--- config.mk ---
export PLATFORM = sky130hd
export DESIGN_NAME = dwc_cache
export DESIGN_NICKNAME = d
export VERILOG_FILES = /design/src/rtl/dwc_pkg.sv /design/src/rtl/dwc_tag_store.sv /design/src/rtl/dwc_data_store.sv /design/src/rtl/dwc_write_buffer.sv /design/src/rtl/dwc_cache.sv
export SDC_FILE = /design/constraint.sdc
export NUM_CORES = 1
export LEC_CHECK = 0
export BUFFER_PORTS_ARGS = -buffer_cell sky130_fd_sc_hd__buf_2
export CAP_MARGIN = 10
export CORE_ASPECT_RATIO = 1.75
export CORE_MARGIN = 2
export CORE_UTILIZATION = 35
export CTS_CLUSTER_DIAMETER = 30
export DETAILED_ROUTE_END_ITERATION = 12
export GPL_TIMING_DRIVEN = 0
export HOLD_SLACK_MARGIN = 0.12
export MAX_ROUTING_LAYER = met4
export PLACE_DENSITY = 0.59
export RECOVER_POWER = 100
export SYNTH_ARGS = -nofsm -noshare
export SYNTH_HDL_FRONTEND = slang
export SYNTH_SLANG_ARGS = --single-unit
--- constraint.sdc ---
create_clock -name clk -period 8.9 [get_ports clk]
set_input_delay 0.89 -clock clk [delete_from_list [all_inputs] [get_ports clk]]
set_output_delay 0.89 -clock clk [all_outputs]
set_load 0.05 [all_outputs]
--- src/rtl/dwc_pkg.sv ---
package dwc_pkg;

    localparam int DATA_W     = 32;
    localparam int BYTE_W     = 8;
    localparam int BE_W       = DATA_W / BYTE_W;
    localparam int OFF_W      = 2;
    localparam int IDX_W      = 3;
    localparam int TAG_W      = 5;

    localparam int ADDR_W     = TAG_W + IDX_W + OFF_W;
    localparam int LINE_AW    = TAG_W + IDX_W;
    localparam int LINE_WORDS = 1 << OFF_W;
    localparam int SETS       = 1 << IDX_W;
    localparam int LINE_BITS  = DATA_W * LINE_WORDS;

    typedef logic [DATA_W-1:0]    word_t;
    typedef logic [BE_W-1:0]      be_t;
    typedef logic [TAG_W-1:0]     tag_t;
    typedef logic [IDX_W-1:0]     idx_t;
    typedef logic [OFF_W-1:0]     off_t;
    typedef logic [LINE_BITS-1:0] line_t;

    // word address split into its fields, tag on top
    typedef struct packed {
        tag_t tag;
        idx_t idx;
        off_t off;
    } waddr_t;

    // the single deferred store
    typedef struct packed {
        logic   valid;
        waddr_t addr;
        word_t  data;
        be_t    be;
    } pend_t;

    // lay the enabled bytes of upd over base
    function automatic word_t overlay(word_t base, word_t upd, be_t be);
        word_t r;
        r = base;
        for (int b = 0; b < BE_W; b++) begin
            if (be[b]) r[b*BYTE_W +: BYTE_W] = upd[b*BYTE_W +: BYTE_W];
        end
        return r;
    endfunction

endpackage

--- src/rtl/dwc_tag_store.sv ---
module dwc_tag_store
    import dwc_pkg::*;
(
    input  logic clk,
    input  logic rst,
    input  idx_t lk_idx,
    input  tag_t lk_tag,
    output logic lk_hit,
    input  logic fill_en,
    input  idx_t fill_idx,
    input  tag_t fill_tag
);

    logic [SETS-1:0] resident;
    tag_t            tags [SETS];

    always_ff @(posedge clk) begin
        if (rst) begin
            resident <= '0;
        end else if (fill_en) begin
            resident[fill_idx] <= 1'b1;
        end
    end

    always_ff @(posedge clk) begin
        if (fill_en) tags[fill_idx] <= fill_tag;
    end

    assign lk_hit = resident[lk_idx] && (tags[lk_idx] == lk_tag);

endmodule

--- src/rtl/dwc_data_store.sv ---
module dwc_data_store
    import dwc_pkg::*;
(
    input  logic  clk,
    input  idx_t  rd_idx,
    input  off_t  rd_off,
    output word_t rd_word,
    input  logic  wr_word_en,
    input  idx_t  wr_idx,
    input  off_t  wr_off,
    input  word_t wr_data,
    input  be_t   wr_be,
    input  logic  wr_line_en,
    input  idx_t  wr_line_idx,
    input  line_t wr_line_data
);

    word_t mem [SETS][LINE_WORDS];

    // one write port: a whole line from a fill, or one masked word from a drain
    always_ff @(posedge clk) begin
        if (wr_line_en) begin
            for (int w = 0; w < LINE_WORDS; w++) begin
                mem[wr_line_idx][w] <= wr_line_data[w*DATA_W +: DATA_W];
            end
        end else if (wr_word_en) begin
            mem[wr_idx][wr_off] <= overlay(mem[wr_idx][wr_off], wr_data, wr_be);
        end
    end

    assign rd_word = mem[rd_idx][rd_off];

endmodule

--- src/rtl/dwc_write_buffer.sv ---
module dwc_write_buffer
    import dwc_pkg::*;
(
    input  logic   clk,
    input  logic   rst,
    input  logic   st_lookup,
    input  logic   st_hit,
    input  waddr_t st_addr,
    input  word_t  st_data,
    input  be_t    st_be,
    input  logic   fill_en,
    input  idx_t   fill_idx,
    input  waddr_t ld_addr,
    input  word_t  arr_word,
    output word_t  ld_word,
    output logic   drain_en,
    output pend_t  pend
);

    always_ff @(posedge clk) begin
        if (rst) begin
            pend <= '0;
        end else if (st_lookup) begin
            if (st_hit) begin
                pend.valid <= 1'b1;
                pend.addr  <= st_addr;
                pend.data  <= st_data;
                pend.be    <= st_be;
            end else begin
                pend.valid <= 1'b0;
            end
        end else if (fill_en && pend.valid && (pend.addr.idx == fill_idx)) begin
            pend.valid <= 1'b0;
        end
    end

    // every store lookup cycle retires whatever is parked
    assign drain_en = st_lookup && pend.valid;

    assign ld_word = (pend.valid && (pend.addr == ld_addr))
                   ? overlay(arr_word, pend.data, pend.be)
                   : arr_word;

endmodule

--- src/rtl/dwc_cache.sv ---
module dwc_cache
    import dwc_pkg::*;
(
    input  logic                 clk,
    input  logic                 rst,
    input  logic                 req_valid,
    input  logic                 req_store,
    input  logic [ADDR_W-1:0]    req_addr,
    input  logic [DATA_W-1:0]    req_wdata,
    input  logic [BE_W-1:0]      req_be,
    input  logic                 fill_valid,
    input  logic [LINE_AW-1:0]   fill_line,
    input  logic [LINE_BITS-1:0] fill_data,
    output logic                 rsp_valid,
    output logic                 rsp_hit,
    output logic [DATA_W-1:0]    rsp_rdata
);

    waddr_t ra;
    idx_t   fill_idx;
    tag_t   fill_tag;
    logic   lk_hit;
    logic   is_load;
    logic   is_store;
    word_t  arr_word;
    word_t  ld_word;
    logic   drain_en;
    pend_t  pend;
    line_t  fill_merged;

    // plain views of the pending entry for the bound checker
    logic   pend_valid;
    idx_t   pend_idx;
    waddr_t pend_addr;

    assign ra       = waddr_t'(req_addr);
    assign fill_idx = fill_line[IDX_W-1:0];
    assign fill_tag = fill_line[LINE_AW-1:IDX_W];
    assign is_load  = req_valid && !req_store;
    assign is_store = req_valid && req_store;

    dwc_tag_store u_tags (
        .clk      (clk),
        .rst      (rst),
        .lk_idx   (ra.idx),
        .lk_tag   (ra.tag),
        .lk_hit   (lk_hit),
        .fill_en  (fill_valid),
        .fill_idx (fill_idx),
        .fill_tag (fill_tag)
    );

    dwc_write_buffer u_wbuf (
        .clk       (clk),
        .rst       (rst),
        .st_lookup (is_store),
        .st_hit    (lk_hit),
        .st_addr   (ra),
        .st_data   (req_wdata),
        .st_be     (req_be),
        .fill_en   (fill_valid),
        .fill_idx  (fill_idx),
        .ld_addr   (ra),
        .arr_word  (arr_word),
        .ld_word   (ld_word),
        .drain_en  (drain_en),
        .pend      (pend)
    );

    // a fill that lands on the parked line keeps the parked bytes
    generate
        for (genvar w = 0; w < LINE_WORDS; w++) begin : g_fill_word
            logic hit_here;
            assign hit_here = pend.valid && (pend.addr.idx == fill_idx)
                           && (pend.addr.tag == fill_tag)
                           && (pend.addr.off == off_t'(w));
            assign fill_merged[w*DATA_W +: DATA_W] = hit_here
                ? overlay(fill_data[w*DATA_W +: DATA_W], pend.data, pend.be)
                : fill_data[w*DATA_W +: DATA_W];
        end
    endgenerate

    dwc_data_store u_data (
        .clk          (clk),
        .rd_idx       (ra.idx),
        .rd_off       (ra.off),
        .rd_word      (arr_word),
        .wr_word_en   (drain_en),
        .wr_idx       (pend.addr.idx),
        .wr_off       (pend.addr.off),
        .wr_data      (pend.data),
        .wr_be        (pend.be),
        .wr_line_en   (fill_valid),
        .wr_line_idx  (fill_idx),
        .wr_line_data (fill_merged)
    );

    always_ff @(posedge clk) begin
        if (rst) begin
            rsp_valid <= 1'b0;
            rsp_hit   <= 1'b0;
            rsp_rdata <= '0;
        end else begin
            rsp_valid <= req_valid;
            rsp_hit   <= req_valid && lk_hit;
            rsp_rdata <= (is_load && lk_hit) ? ld_word : '0;
        end
    end

    assign pend_valid = pend.valid;
    assign pend_idx   = pend.addr.idx;
    assign pend_addr  = pend.addr;

endmodule

==> results by group <==
Die
  – Rows: 192
  – Core box area: 156600 um^2
  – Die area: 161100 um^2
  – Die W: about 300 um
  – Chip Height: approximately 530 um
  – I/O Pins: 221
  – Starting density of the core: between 30% and 40%

Clock network
  – Hold Buf Count CTS: 0
  – CTS tree: yes
  – CTS clk-pin slew, worst paths: roughly 0.050 ns
  – Post-CTS sizing: 0
  – CTS Sinks: 1156
  – Num CTS Buffers: 161
  – Post-CTS Setup Bufs: 0
  – CTS H-tree lvls: 4
  – Worst-Skew Late Latency: approximately 0.82 ns
  – Root Buffer: clkbuf_16
  – Clock Path Buffers: 3

Yosys
  – Post-synth net total: 3211
  – Ys Warns: 0
  – #FFs+latches synth: ~1200
  – Leading area contributor after synthesis: edfxtp_1
  – Post-synth EDFFs: approximately 1100
  – Seq/Total Area, Yosys: 61.18%
  – Synth unique cells: 48
  – Mapped Area: 55230 um^2
  – Most common flop cell mapped by yosys: edfxtp_1
  – Post-Syn Area per Cell: 18.26 um^2
  – Async set-reset flop share out of synthesis: 0%
  – Synth top area share: 57.85%
  – Largest cells by area after synthesis: edfxtp_1 (58%), mux4_2 (22%), mux2i_1 (6.4%)
  – Gate Count Post-Synth: 3024

STA
  – Slew @ Worst Pin: 3.314 ns
  – Post-layout minimum cycle time: about 7.4 ns
  – Hold Slack: approximately 0.34 ns
  – RSZ-0062 raised after global routing: no
  – Slew Limit Fails: 710
  – Fmax: 0.1354 GHz
  – Skew final: ~0.036 ns
  – Hold Fails Final Rpt: 0
  – Setup ws final: 1.515 ns
  – Final Setup Violations: 0
  – Setup TNS: 0 ns
  – Max_slew headroom: -123.0%
  – Final critical-path share of the clock period: ~83%

Worst hold path
  – Hold crit path type: input pin to register
  – WHS Path Cells: 3

Worst setup path
  – Worst Path Max Fanout: 10
  – Worst path max stage delay: between 2 and 3 ns
  – Setup CP Type: input pin to register
  – Crit path required time: roughly 9.4 ns
  – Critical-path cell list: clkbuf_1 > xnor2_1 > nand4_1 > nor4_1 > nand2_1 > clkbuf_1 > a2111oi_0
  – Crit. End Element: register
  – R2R depth: 9
  – Arr. time, crit path: 7.90 ns
  – Critical Path Source Type: input pin
  – Slowest-stage cell, CP: nor4_1
  – Most common cell type on the critical path: clkbuf_1

Placed design
  – Port Buf Inserts: approximately 210
  – Dpl ws: 3.507 ns
  – Final HPWL DP: about 170 mm
  – Final Wtd Congestion: 0.9494
  – DP Cell Count: about 5400

Layout
  – Fin util: about 42%
  – Final cell count without fillers: 5681
  – # nets final: 3679
  – Synthesis-to-layout area growth: 17.71%
  – Ratio of cells with drive above 1 in the final layout: 31.88%

Job
  – Maxcap violations: 59

Outcome
  – Outcome: finished with violations
  – Failing checks: max-capacitance violations, max-slew violations

Detailed routing
  – Routed WL: ~230 mm
  – Average wire per standard cell: about 41 um
  – Initial drt markers: 5281
  – Detail Route Antenna Nets: 0
  – 1st-pass router iterations: 5
  – Via-to-Cell Ratio: about 6.5
  – Residual DRC count: 0
  – Via count: roughly 37000

GRT
  – Initial antenna violation count: 10
  – First-pass GRT wire length: about 310 mm
  – Vias in the first global route: around 37000
  – Gr ovfl total: 0
  – Gr usage total: 29.46%
  – Largest net degree at the start of global routing: 20

Power and ir drop
  – Psw: between 3000 and 4000 uW
  – Internal Power: 10350 uW
  – PD cells: 209.8 nW/um^2
  – Combinational power share: between 6 and 7%
  – VDD IR max: 0.0001398 V
  – Sequential Power Share: a little under half
  – Sw frac: approximately 24%
  – Cell leakage power: approximately 0.021 uW
  – Clk pwr share: approximately 48%
-- routing by layer --
metal	GRT usage, %	vias up	part of all wire (%)
li1	-	13700	-
met4	22.51	0	9.8
met5	-	-	0
met2	47.03	3008	47
met3	6.982	1092	11
met1	31.89	19070	32
-- logic make-up after synthesis --
kind of cell / after synthesis / share of synthesized area (%)
flip-flops: 1156 / 61.18
multiplexers: 931 / 29.37
AND/OR/NAND/NOR: 379 / 3.459
AO/OA/AOI/OAI: 306 / 3.713
buffers and inverters: 234 / 1.991
XOR/XNOR: 18 / 0.2854
-- critical path, delay by kind of cell --
| kind | cells | cell delay [ns] |
|---|---|---|
| xor+xnor | 1 | 0.21 |
| buf+inv | 2 | 1.50 |
| simple gates | 3 | 3.56 |
| compound gates | 1 | 1.72 |
-- sequential cells by signal, summed over array words and instances (netlist names), named ones only --
register / count
u_tags.tags: 40
rsp_valid: 1
rsp_hit: 1
u_tags.resident: 8
u_data.mem: 1024
rsp_rdata: 32
u_wbuf.pend: 47
-- Yosys cell counts, drive strengths merged, types with 3 or more instances --
cell     instances
clkbuf         114
nand4            3
nand2           73
edfxtp        1064
mux4           549
nor3             4
a2111oi         27
or4              5
a211oi           7
buf            118
mux2i          355
and3            29
dfxtp           92
nand2b         108
o21ai           48
o22ai           59
nand3b           4
nor2b            7
o32ai           27
nor2           123
mux2            27
xnor2           18
a21oi          118
a22o             4
a22oi            6
nor4             5
a31oi            3
nand3            9
-- per-stage QoR --
step	area (um^2)	power [uW]
after floorplan	55230	6790
after global placement	58850	7176
after detailed placement	60910	7233
after CTS	66320	13660
after global routing	65000	13890
final	65010	13640
-- layout make-up --
type                       instances  area, um^2
antenna                           12       30.03
clock inverter                   114        1156
timing repair buffer             305        1938
inverter                           2       7.507
sequential                      1156       33790
buffer                           232        1066
clock buffer                     189        4259
multi-input combinational       1634       20220
tap                             2037        2549
fill                           14070       91620
-- placed cells by master (no fill, tap or decap), types with 8 or more instances in the layout --
| cell | synthesis | final |
|---|---|---|
| a21oi_1 | 118 | 117 |
| buf_12 | 0 | 9 |
| clkbuf_1 | 114 | 231 |
| a2111oi_0 | 1 | 21 |
| xnor2_1 | 18 | 18 |
| buf_2 | 63 | 234 |
| o32ai_1 | 27 | 27 |
| mux2i_1 | 355 | 355 |
| clkbuf_2 | 0 | 8 |
| buf_4 | 14 | 15 |
| and3_1 | 29 | 29 |
| o21ai_0 | 28 | 48 |
| nand2_1 | 73 | 73 |
| diode_2 | 0 | 12 |
| clkinvlp_4 | 0 | 17 |
| edfxtp_1 | 1064 | 1064 |
| mux2_2 | 27 | 27 |
| inv_8 | 0 | 12 |
| o22ai_1 | 59 | 59 |
| nand3_1 | 9 | 9 |
| bufinv_16 | 0 | 13 |
| clkinv_2 | 0 | 23 |
| buf_16 | 0 | 8 |
| clkbuf_16 | 0 | 165 |
| buf_1 | 29 | 23 |
| inv_6 | 0 | 18 |
| mux4_2 | 549 | 549 |
| buf_6 | 12 | 9 |
| nand2b_1 | 108 | 108 |
| nor2_1 | 123 | 123 |
| clkinv_1 | 0 | 18 |
| buf_8 | 0 | 20 |
| clkinv_4 | 0 | 8 |
| dfxtp_1 | 92 | 92 |
-- power groups by stage --
stage | clock, uW | combinational [uW] | sequential, uW
after floorplan | 0 | 529 | 6260
after global placement | 0 | 888 | 6290
after detailed placement | 0 | 947 | 6290
after CTS | 6540 | 950 | 6170
after global routing | 6750 | 948 | 6190
final | 6530 | 929 | 6180
-- worst paths after layout --
kind | startpoint | to | slack (ns)
max | req_addr[0] | rsp_rdata[25] | 1.51
min | req_wdata[24] | u_wbuf.pend[28] | 0.34
min reg2reg | u_tags.resident[6] | u_tags.resident[6] | 0.46
max reg2reg | u_wbuf.pend[46] | u_data.mem[4][79] | 1.66
Power figures use the tool's default switching activity.
